**src/rtl/dft_pkg.sv**
```systemverilog
package dft_pkg;

  localparam int    DEF_N_PTS  = 100;
  localparam int    DEF_SAMP_W = 16;
  localparam int    DEF_COEF_W = 16;
  localparam int    DEF_ACC_W  = 40;
  localparam real   TWO_PI     = 6.283185307179586;
  localparam real   REF_AMP    = 32767.0;

  // Reference entry k of an n-point cycle; rounding moves halves away from zero.
  function automatic int ref_entry(input int k, input int n, input bit use_cos);
    real ang;
    real v;
    int  r;
    ang = TWO_PI * real'(k) / real'(n);
    v   = REF_AMP * (use_cos ? $cos(ang) : $sin(ang));
    if (v >= 0.0) r = $rtoi(v + 0.5);
    else          r = -$rtoi(0.5 - v);
    return r;
  endfunction

  // Next accumulator value: a window's first product loads, later ones add.
  function automatic logic signed [DEF_ACC_W-1:0] mac_next(
      input logic signed [DEF_ACC_W-1:0] acc,
      input logic signed [DEF_ACC_W-1:0] prod,
      input logic                        first);
    return first ? prod : acc + prod;
  endfunction

endpackage

```
**src/rtl/dft_ref_rom.sv**
```systemverilog
module dft_ref_rom #(
  parameter int N_PTS  = dft_pkg::DEF_N_PTS,
  parameter int COEF_W = dft_pkg::DEF_COEF_W,
  parameter bit USE_COS = 1'b0,
  localparam int IDX_W = $clog2(N_PTS)
) (
  input  logic [IDX_W-1:0]         idx,
  output logic signed [COEF_W-1:0] coef
);

  logic signed [COEF_W-1:0] tab [N_PTS];

  for (genvar k = 0; k < N_PTS; k++) begin : g_entry
    localparam int VAL = dft_pkg::ref_entry(k, N_PTS, USE_COS);
    assign tab[k] = COEF_W'(VAL);
  end

  always_comb begin
    coef = '0;
    for (int k = 0; k < N_PTS; k++) begin
      if (idx == IDX_W'(k)) coef = tab[k];
    end
  end

endmodule

```
**src/rtl/dft_phase_ctr.sv**
```systemverilog
module dft_phase_ctr #(
  parameter int N_PTS = dft_pkg::DEF_N_PTS,
  localparam int IDX_W = $clog2(N_PTS)
) (
  input  logic             clk,
  input  logic             rst,
  input  logic             adv,
  output logic [IDX_W-1:0] idx,
  output logic             at_first,
  output logic             at_last
);

  localparam logic [IDX_W-1:0] LAST = IDX_W'(N_PTS - 1);

  assign at_first = (idx == '0);
  assign at_last  = (idx == LAST);

  always_ff @(posedge clk) begin
    if (rst)          idx <= '0;
    else if (adv)     idx <= at_last ? '0 : idx + 1'b1;
  end

endmodule

```
**src/rtl/dft_mac_lane.sv**
```systemverilog
module dft_mac_lane #(
  parameter int SAMP_W = dft_pkg::DEF_SAMP_W,
  parameter int COEF_W = dft_pkg::DEF_COEF_W,
  parameter int ACC_W  = dft_pkg::DEF_ACC_W,
  localparam int PROD_W = SAMP_W + COEF_W
) (
  input  logic                     clk,
  input  logic                     rst,
  input  logic                     take,
  input  logic                     first,
  input  logic signed [SAMP_W-1:0] sample,
  input  logic signed [COEF_W-1:0] coef,
  output logic signed [ACC_W-1:0]  acc,
  output logic signed [ACC_W-1:0]  sum_next
);

  logic signed [PROD_W-1:0] prod;
  logic signed [ACC_W-1:0]  prod_ext;

  assign prod     = sample * coef;
  assign prod_ext = ACC_W'(prod);
  assign sum_next = dft_pkg::mac_next(acc, prod_ext, first);

  always_ff @(posedge clk) begin
    if (rst)       acc <= '0;
    else if (take) acc <= sum_next;
  end

endmodule

```
**src/rtl/dft_bin_correlator.sv**
```systemverilog
module dft_bin_correlator #(
  parameter int N_PTS  = dft_pkg::DEF_N_PTS,
  parameter int SAMP_W = dft_pkg::DEF_SAMP_W,
  parameter int COEF_W = dft_pkg::DEF_COEF_W,
  parameter int ACC_W  = dft_pkg::DEF_ACC_W,
  localparam int IDX_W = $clog2(N_PTS)
) (
  input  logic                     clk,
  input  logic                     rst,
  input  logic                     in_valid,
  input  logic signed [SAMP_W-1:0] in_sample,
  output logic signed [ACC_W-1:0]  out_i,
  output logic signed [ACC_W-1:0]  out_q,
  output logic                     out_valid
);

  logic [IDX_W-1:0] idx;
  logic             at_first;
  logic             at_last;
  logic             dump;

  logic signed [COEF_W-1:0] coef [2];
  logic signed [ACC_W-1:0]  acc  [2];
  logic signed [ACC_W-1:0]  sum  [2];

  dft_phase_ctr #(.N_PTS(N_PTS)) u_ctr (
    .clk(clk), .rst(rst), .adv(in_valid),
    .idx(idx), .at_first(at_first), .at_last(at_last)
  );

  assign dump = in_valid & at_last;

  // lane 0: in-phase (cosine), lane 1: quadrature (sine)
  for (genvar l = 0; l < 2; l++) begin : g_lane
    dft_ref_rom #(.N_PTS(N_PTS), .COEF_W(COEF_W), .USE_COS(l == 0)) u_rom (
      .idx(idx), .coef(coef[l])
    );
    dft_mac_lane #(.SAMP_W(SAMP_W), .COEF_W(COEF_W), .ACC_W(ACC_W)) u_mac (
      .clk(clk), .rst(rst), .take(in_valid), .first(at_first),
      .sample(in_sample), .coef(coef[l]), .acc(acc[l]), .sum_next(sum[l])
    );
  end

  logic signed [ACC_W-1:0] acc_i;
  logic signed [ACC_W-1:0] acc_q;
  assign acc_i = acc[0];
  assign acc_q = acc[1];

  always_ff @(posedge clk) begin
    if (rst) begin
      out_i     <= '0;
      out_q     <= '0;
      out_valid <= 1'b0;
    end else begin
      out_valid <= dump;
      if (dump) begin
        out_i <= sum[0];
        out_q <= sum[1];
      end
    end
  end

endmodule

```
**config.mk**
```make
export PLATFORM = sky130hd
export DESIGN_NAME = dft_bin_correlator
export DESIGN_NICKNAME = d
export VERILOG_FILES = /design/src/rtl/dft_pkg.sv /design/src/rtl/dft_ref_rom.sv /design/src/rtl/dft_phase_ctr.sv /design/src/rtl/dft_mac_lane.sv /design/src/rtl/dft_bin_correlator.sv
export SDC_FILE = /design/constraint.sdc
export NUM_CORES = 2
export LEC_CHECK = 0
export ABC_AREA = 1
export BUFFER_PORTS_ARGS = -buffer_cell sky130_fd_sc_hd__buf_2
export CORE_AREA = 2 2 302 244
export CTS_BUF_LIST = sky130_fd_sc_hd__clkbuf_8
export CTS_CLUSTER_SIZE = 30
export DETAILED_ROUTE_END_ITERATION = 6
export DIE_AREA = 0 0 304 246
export HOLD_SLACK_MARGIN = 0.15
export SETUP_SLACK_MARGIN = 0.5
export SLEW_MARGIN = 20
export SYNTH_ARGS = -nofsm -noshare
export SYNTH_HDL_FRONTEND = slang
export SYNTH_SLANG_ARGS = --single-unit
```
**constraint.sdc**
```tcl
create_clock -name clk -period 12.2 [get_ports clk]
set_input_delay 0 -clock clk [delete_from_list [all_inputs] [get_ports clk]]
set_output_delay 0 -clock clk [all_outputs]
set_load 0.05 [all_outputs]
```
=== Word-level counts from Yosys, hierarchy flattened ===
Cells that the tools add are included.

* $add $sub $neg: 3
* Multipliers: 2
* Eq/ne operators: 99
* Multiplexer cells: 202
* Bitwise logic cells: 1
* Reductions and logical operators: 1

{| class="wikitable"
|+ Operator list
! kind !! count
|-
| $mux W16 || 123
|-
| $mux W15 || 68
|-
| $eq A7 B7 Y1 const B || 36
|-
| $eq A7 B6 Y1 const B || 32
|-
| $eq A7 B5 Y1 const B || 16
|-
| $add A40 B32 Y40 || 2
|-
| $mux W40 || 2
|-
| $mul A16 B16 Y32 || 2
|-
| $eq A7 B4 Y1 const B || 8
|-
| $mux W14 || 4
|-
| $mux W13 || 3
|-
| $eq A7 B3 Y1 const B || 4
|-
| $eq A7 B2 Y1 const B || 2
|-
| $mux W12 || 1
|-
| $add A7 B1 Y7 const B || 1
|-
| $eq A7 B1 Y1 const B || 1
|-
| $logic_not A7 Y1 || 1
|-
| $mux W7 || 1
|-
| $and A1 B1 Y1 || 1
|}

* Flip-flop bits (word level): 168
* Input port bits: 19
* Output and inout port bits: 81
* Word-level logic and storage cells: 314

=== Depth between registers and ports, before layout ===
* Depth after elaboration: 104
* Mapped depth: 107
* Mapped depth without buffers: 106

=== Cells and area by module ===
From an unflattened synthesis, not the netlist that was laid out.

* Cells, all modules: 6293
* Area total of the unflattened synthesis: 39857.0 sq um

{| class="wikitable"
|+ By module, submodules not included
! module !! times used !! cells each !! area each (sq um) !! sequential area each (sq um)
|-
| dft_mac_lane (g_lane[0].u_mac) || 1 || 2381 || 15830.2 || 800.8
|-
| dft_mac_lane (g_lane[1].u_mac) || 1 || 2330 || 15588.7 || 800.8
|-
| dft_bin_correlator || 1 || 509 || 3268.1 || 1621.6
|-
| dft_ref_rom (g_lane[1].u_rom) || 1 || 515 || 2419.8 || 0.0
|-
| dft_ref_rom (g_lane[0].u_rom) || 1 || 500 || 2351.0 || 0.0
|-
| dft_phase_ctr || 1 || 58 || 399.1 || 140.1
|}

=== Worst setup path after synthesis ===
No wires, ideal clock.

* Path kind: register to register
* Start point: register u_ctr.idx[0]
* End point: register g_lane[0].u_mac.acc[39]
* Library setup time: 0.056 ns
* Arrival time: 11.220 ns
* Data required time: 12.144 ns
* Path slack: 0.924 ns
* Stages on the path, launching flop included: 99
* Path buffers: 1
* Clock period less this slack: 11.276 ns
* Cell sequence: dfxtp_1 inv_1 ha_1 inv_1 nor2_1 inv_2 nor2_2 nor2_1 nand2_1 nor2_1 nand2_1 nand2_1 nand2_1 nand2_1 nand2_1 nand2_1 nand3_1 nand2_1 [63 not listed] nand3_1 nand2_1 nand2_1 nor2_1 a2111oi_0 xor2_1 ha_1 a21oi_1 nand2_1 nand3_1 nand2_1 nand3_1 o21ai_1 a21oi_1 o21ai_0 xor2_1 a211o_1 inv_1

* Word-level cells in the longest chain between the ends: 104
* Elaborated cells between the ends (all ways): 203
* Classes of those cells: add/sub (1); mul (1); eq/ne (99); mux (101); reduce/logical (1)

{| class="wikitable"
|+ RTL lines
! item !! RTL line !! RTL
|-
| start, declared || dft_phase_ctr.sv:8 || <nowiki>output logic [IDX_W-1:0] idx,</nowiki>
|-
| start signal, assigned || dft_phase_ctr.sv:20 || <nowiki>else if (adv) idx <= at_last ? '0 : idx + 1'b1;</nowiki>
|-
| $logic_not A7 Y1 || - ||
|-
| $mux W15 (26 in series) || dft_ref_rom.sv:21 || <nowiki>if (idx == IDX_W'(k)) coef = tab[k];</nowiki>
|-
| $mux W16 (74 in series) || dft_ref_rom.sv:21 ||
|-
| $mul A16 B16 Y32 || dft_mac_lane.sv:20 || <nowiki>assign prod = sample * coef;</nowiki>
|-
| $add A40 B32 Y40 || dft_pkg.sv:27 || <nowiki>return first ? prod : acc + prod;</nowiki>
|-
| $mux W40 (*) || dft_pkg.sv:27 ||
|-
| end signal, assigned || dft_mac_lane.sv:26 || <nowiki>else if (take) acc <= sum_next;</nowiki>
|-
| end, declared || dft_mac_lane.sv:13 || <nowiki>output logic signed [ACC_W-1:0] acc,</nowiki>
|}

Mark *: on every way between the ends. The rest lies on a longest branch, timed or not.
A chain may end at the register's enable or synchronous reset.

=== Worst setup path after layout ===
* Start point: register u_ctr.idx[0]
* End point: register out_i[39]

* Word-level cells in the longest chain between the ends: 104
* Elaborated cells between the ends (all ways): 204
* Classes of those cells: add/sub (1); mul (1); eq/ne (99); mux (101); bitwise (1); reduce/logical (1)

{| class="wikitable"
|+ RTL lines
! item !! RTL line !! RTL
|-
| $logic_not A7 Y1 || - ||
|-
| $mux W15 (26 in series) || dft_ref_rom.sv:21 ||
|-
| $mux W16 (74 in series) || dft_ref_rom.sv:21 ||
|-
| $mul A16 B16 Y32 || dft_mac_lane.sv:20 ||
|-
| $add A40 B32 Y40 || dft_pkg.sv:27 ||
|-
| $mux W40 || dft_pkg.sv:27 ||
|-
| end signal, assigned || dft_bin_correlator.sv:57 || <nowiki>out_i <= sum[0];</nowiki>
|-
| end, declared || dft_bin_correlator.sv:12 || <nowiki>output logic signed [ACC_W-1:0] out_i,</nowiki>
|}

Parallel ways exist; a longest one is shown, timed or not.

==> flow_metrics.env <==
export IMPL_async_reset_ff_share_pct=0
export IMPL_ioPinCount=100
export IMPL_worst_path_most_repeated_cell="nand2_2"
export IMPL_rr_endpoint="out_i[39]"
export IMPL_cts_clk_slew_worst_paths_ps=100
export IMPL_syn_to_final_growth_pct=22.8
export IMPL_max_freq_mhz=85.9
export IMPL_r2r_start="u_ctr.idx[0]"
export IMPL_netlist_area_mm2=0.0341
export IMPL_layoutNonFillerInstCount=6226
export IMPL_port_buffer_count=99
export IMPL_synth_largest_area_cell="fa_1"
export IMPL_dp_hpwl_um=91600
export IMPL_status="finished, final reports clean"
export IMPL_fin_hold_ws_ps=180
export IMPL_slowest_delay_ps=580
export IMPL_clockBufferDepth=2
export IMPL_period_minus_slack_ps=11640
export IMPL_drv_cap=0
export IMPL_worstSetupPathType="reg -> reg"
export IMPL_synth_most_common_cell="inv_1"
export IMPL_die_h_um=246
export IMPL_syn_inst=4783
export IMPL_clock_sinks=168
export IMPL_critPathLaunchType="register"
export IMPL_ys_warn_count=0
export IMPL_coreArea_mm2=0.0717
export IMPL_synth_ff_type="dfxtp_1"
export IMPL_ys_top_cells_by_area="fa_1 (31%), inv_1 (11%), nand2_1 (10%)"
export IMPL_worstPathRequired_ps=12590
export IMPL_place_congestion=1.00
export IMPL_cts_root_buf="clkbuf_8"
export IMPL_dr_pass1_iters=5
export IMPL_first_global_vias=32100
export IMPL_drc=0
export IMPL_tightest_slew_ps=1170
export IMPL_die_x_um=304
export IMPL_numCtsBuffers=17
export IMPL_slew_violations=0
export IMPL_overflow=0
export IMPL_setup_viol=0
export IMPL_ys_seq_elements=168
export IMPL_final_setup_tns_ps=0
export IMPL_worst_path_max_delay_cell="fa_1"
export IMPL_vias_per_cell=5.28
export IMPL_drtIter0Drc=2533
export IMPL_clk_latency_ps=510
export IMPL_end_kind="register"
export IMPL_fill_cells=6782
export IMPL_drive_above_1_share_pct=21.6
export IMPL_start_util_pct=47.6
export IMPL_cp_endpoint="out_i[39]"
export IMPL_rsz0062_at_grt="true"
export IMPL_cts_tree="done"
export IMPL_r2r_worst_path_cells=72
export IMPL_dpl_cell_count=6090
export IMPL_dieArea_mm2=0.0748
export IMPL_min_period_over_period_pct=95.4
export IMPL_fin_worst_skew_ps=18.2
export IMPL_grt_pass1_wl_um=178000
export IMPL_grtUsageTotal_pct=30.3
export IMPL_r2r_setup_slack_ps=560
export IMPL_seq_area_frac_synth_pct=9.86
export IMPL_cp_max_fo=7
export IMPL_rows=88
export IMPL_grt_max_degree=82
export IMPL_yosys_top_cells_count="inv_1 (981), nand2_1 (906), nor2_1 (634), fa_1 (528), a21oi_1 (280)"
export IMPL_crit_start="u_ctr.idx[0]"
export IMPL_cp_num_cells=72
export IMPL_worst_path_buf_inv=10
export IMPL_ys_types=62
export IMPL_max_slew_margin_rel_pct=21.8
export IMPL_post_drt_wl_per_cell_um=18.6
export IMPL_grt_antenna_before_repair=0
export IMPL_cts_max_level=4
export IMPL_antenna_cells=0
export IMPL_synth_net_count=5578
export IMPL_hold_viol=0
export IMPL_fin_nets=6063
export IMPL_hp_class="in -> reg"
export IMPL_synth_edf_count=0
export IMPL_avgSynthCellArea_um2=7.13
export IMPL_cp_top_family="adder cells"
export IMPL_final_antenna_net_count=0
export IMPL_crit_arrival_ps=12030
export IMPL_vias=32900
export IMPL_yosysTopAreaCellShare_pct=31.0
export IMPL_wirelength_um=116000
## how the worst min path moves through the flow
stage / startpoint / endpoint / slack [ps] / depth (start not counted)
2_1_floorplan: in_sample[0] / out_q[0] / 240 / 4
3_3_place_gp: out_i[0] / out_i[0] / 440 / 2
3_5_place_dp: out_q[29] / out_q[29] / 440 / 2
4_1_cts: in_sample[0] / g_lane[1].u_mac.acc[0] / 160 / 5
5_1_grt: in_sample[0] / g_lane[1].u_mac.acc[0] / 250 / 5
6_report: in_sample[0] / g_lane[1].u_mac.acc[0] / 180 / 5
## logic make-up (layout without fill, tap and decap cells)
kind of cell               after synthesis  after routing  share of synthesized area [%]
DFF                                    168            168                           9.86
xor gates and xnor gates               110            110                           2.82
buffers and inverters                 1171           1669                           13.1
adders and majority gates              776            776                           40.1
AOI/OAI and AO/OA                      750            750                           12.8
and+or+nand+nor                       1806           1806                           21.4
muxes                                    2              2                         0.0587
## metrics by stage
| step | area [µm²] | worst slack [ps] | utilization, % |
|---|---|---|---|
| CTS | 39300 | 480 | 54.8 |
| global placement | 38400 | -289 | 53.6 |
| floorplan | 34100 | 924 | - |
| global route | 41900 | -166 | 58.5 |
| finish | 41900 | 559 | 58.5 |
| detailed placement | 38400 | -184 | 53.6 |
## flip-flops by register name (all words and copies together) (netlist names)
signal	count
g_lane.u_mac.acc	80
out_i	40
out_q	40
out_valid	1
u_ctr.idx	7
## layout by cell type (no fill, tap or decap), drive strengths merged, types with 2 or more instances in the layout
cell type    count
xor2            72
or2             11
inv           1017
buf            612
clkinvlp         8
nand2          917
xnor2           38
o41ai            4
a31oi           24
ha             248
a211o            8
and2             3
nor2           648
dfxtp          168
nor3b            2
clkbuf          18
a21oi          295
o31ai           22
o21ai          285
nand3          163
clkinv           7
a22o            70
o21bai           7
a21o             4
nand4           19
fa             528
o21a             2
bufinv           3
o211a            2
o311ai           2
nor4            10
nor3            32
a211oi           6
mux2i            2
dlygate4sd3      4
o211ai          11
## layer usage
metal / track usage, % / vias up / wire [µm]
met4: 9.45 / 0 / 3790
met1: 41.3 / 15800 / 49300
li1: - / 15700 / -
met5: 0 / - / 0
met2: 49.2 / 1152 / 53300
met3: 5.33 / 220 / 9250
## layout make-up
type / instances / area [µm²] / area share [%]
Multi-Input combinational cell: 3444 / 28400 / 67.8
Timing Repair Buffer: 617 / 4660 / 11.1
Inverter: 1020 / 3860 / 9.21
Sequential cell: 168 / 3380 / 8.06
Tap cell: 945 / 1180 / 2.82
Clock buffer: 17 / 234 / 0.558
Clock inverter: 15 / 189 / 0.451
## worst reg2reg max path, delay by kind of cell (launching register included)
family,cells,cell delay (ps)
xor+xnor,2,340
flops,1,380
buf+inv,10,1220
compound gates,22,3400
fa+ha+maj,9,3790
simple gates,29,2390
## what timing repair did
action,in CTS,in global routing
gates resized for setup,88,485
hold buffers,4,0
endpoints found under the setup margin,48,68
pin swaps,18,178
endpoints found under the hold margin,40,0
setup buffers,12,87
gates cloned,0,1
Power is left out: the tool's default activity adds up to more than one toggle a clock period on the data nets, which glitch-free logic cannot reach.
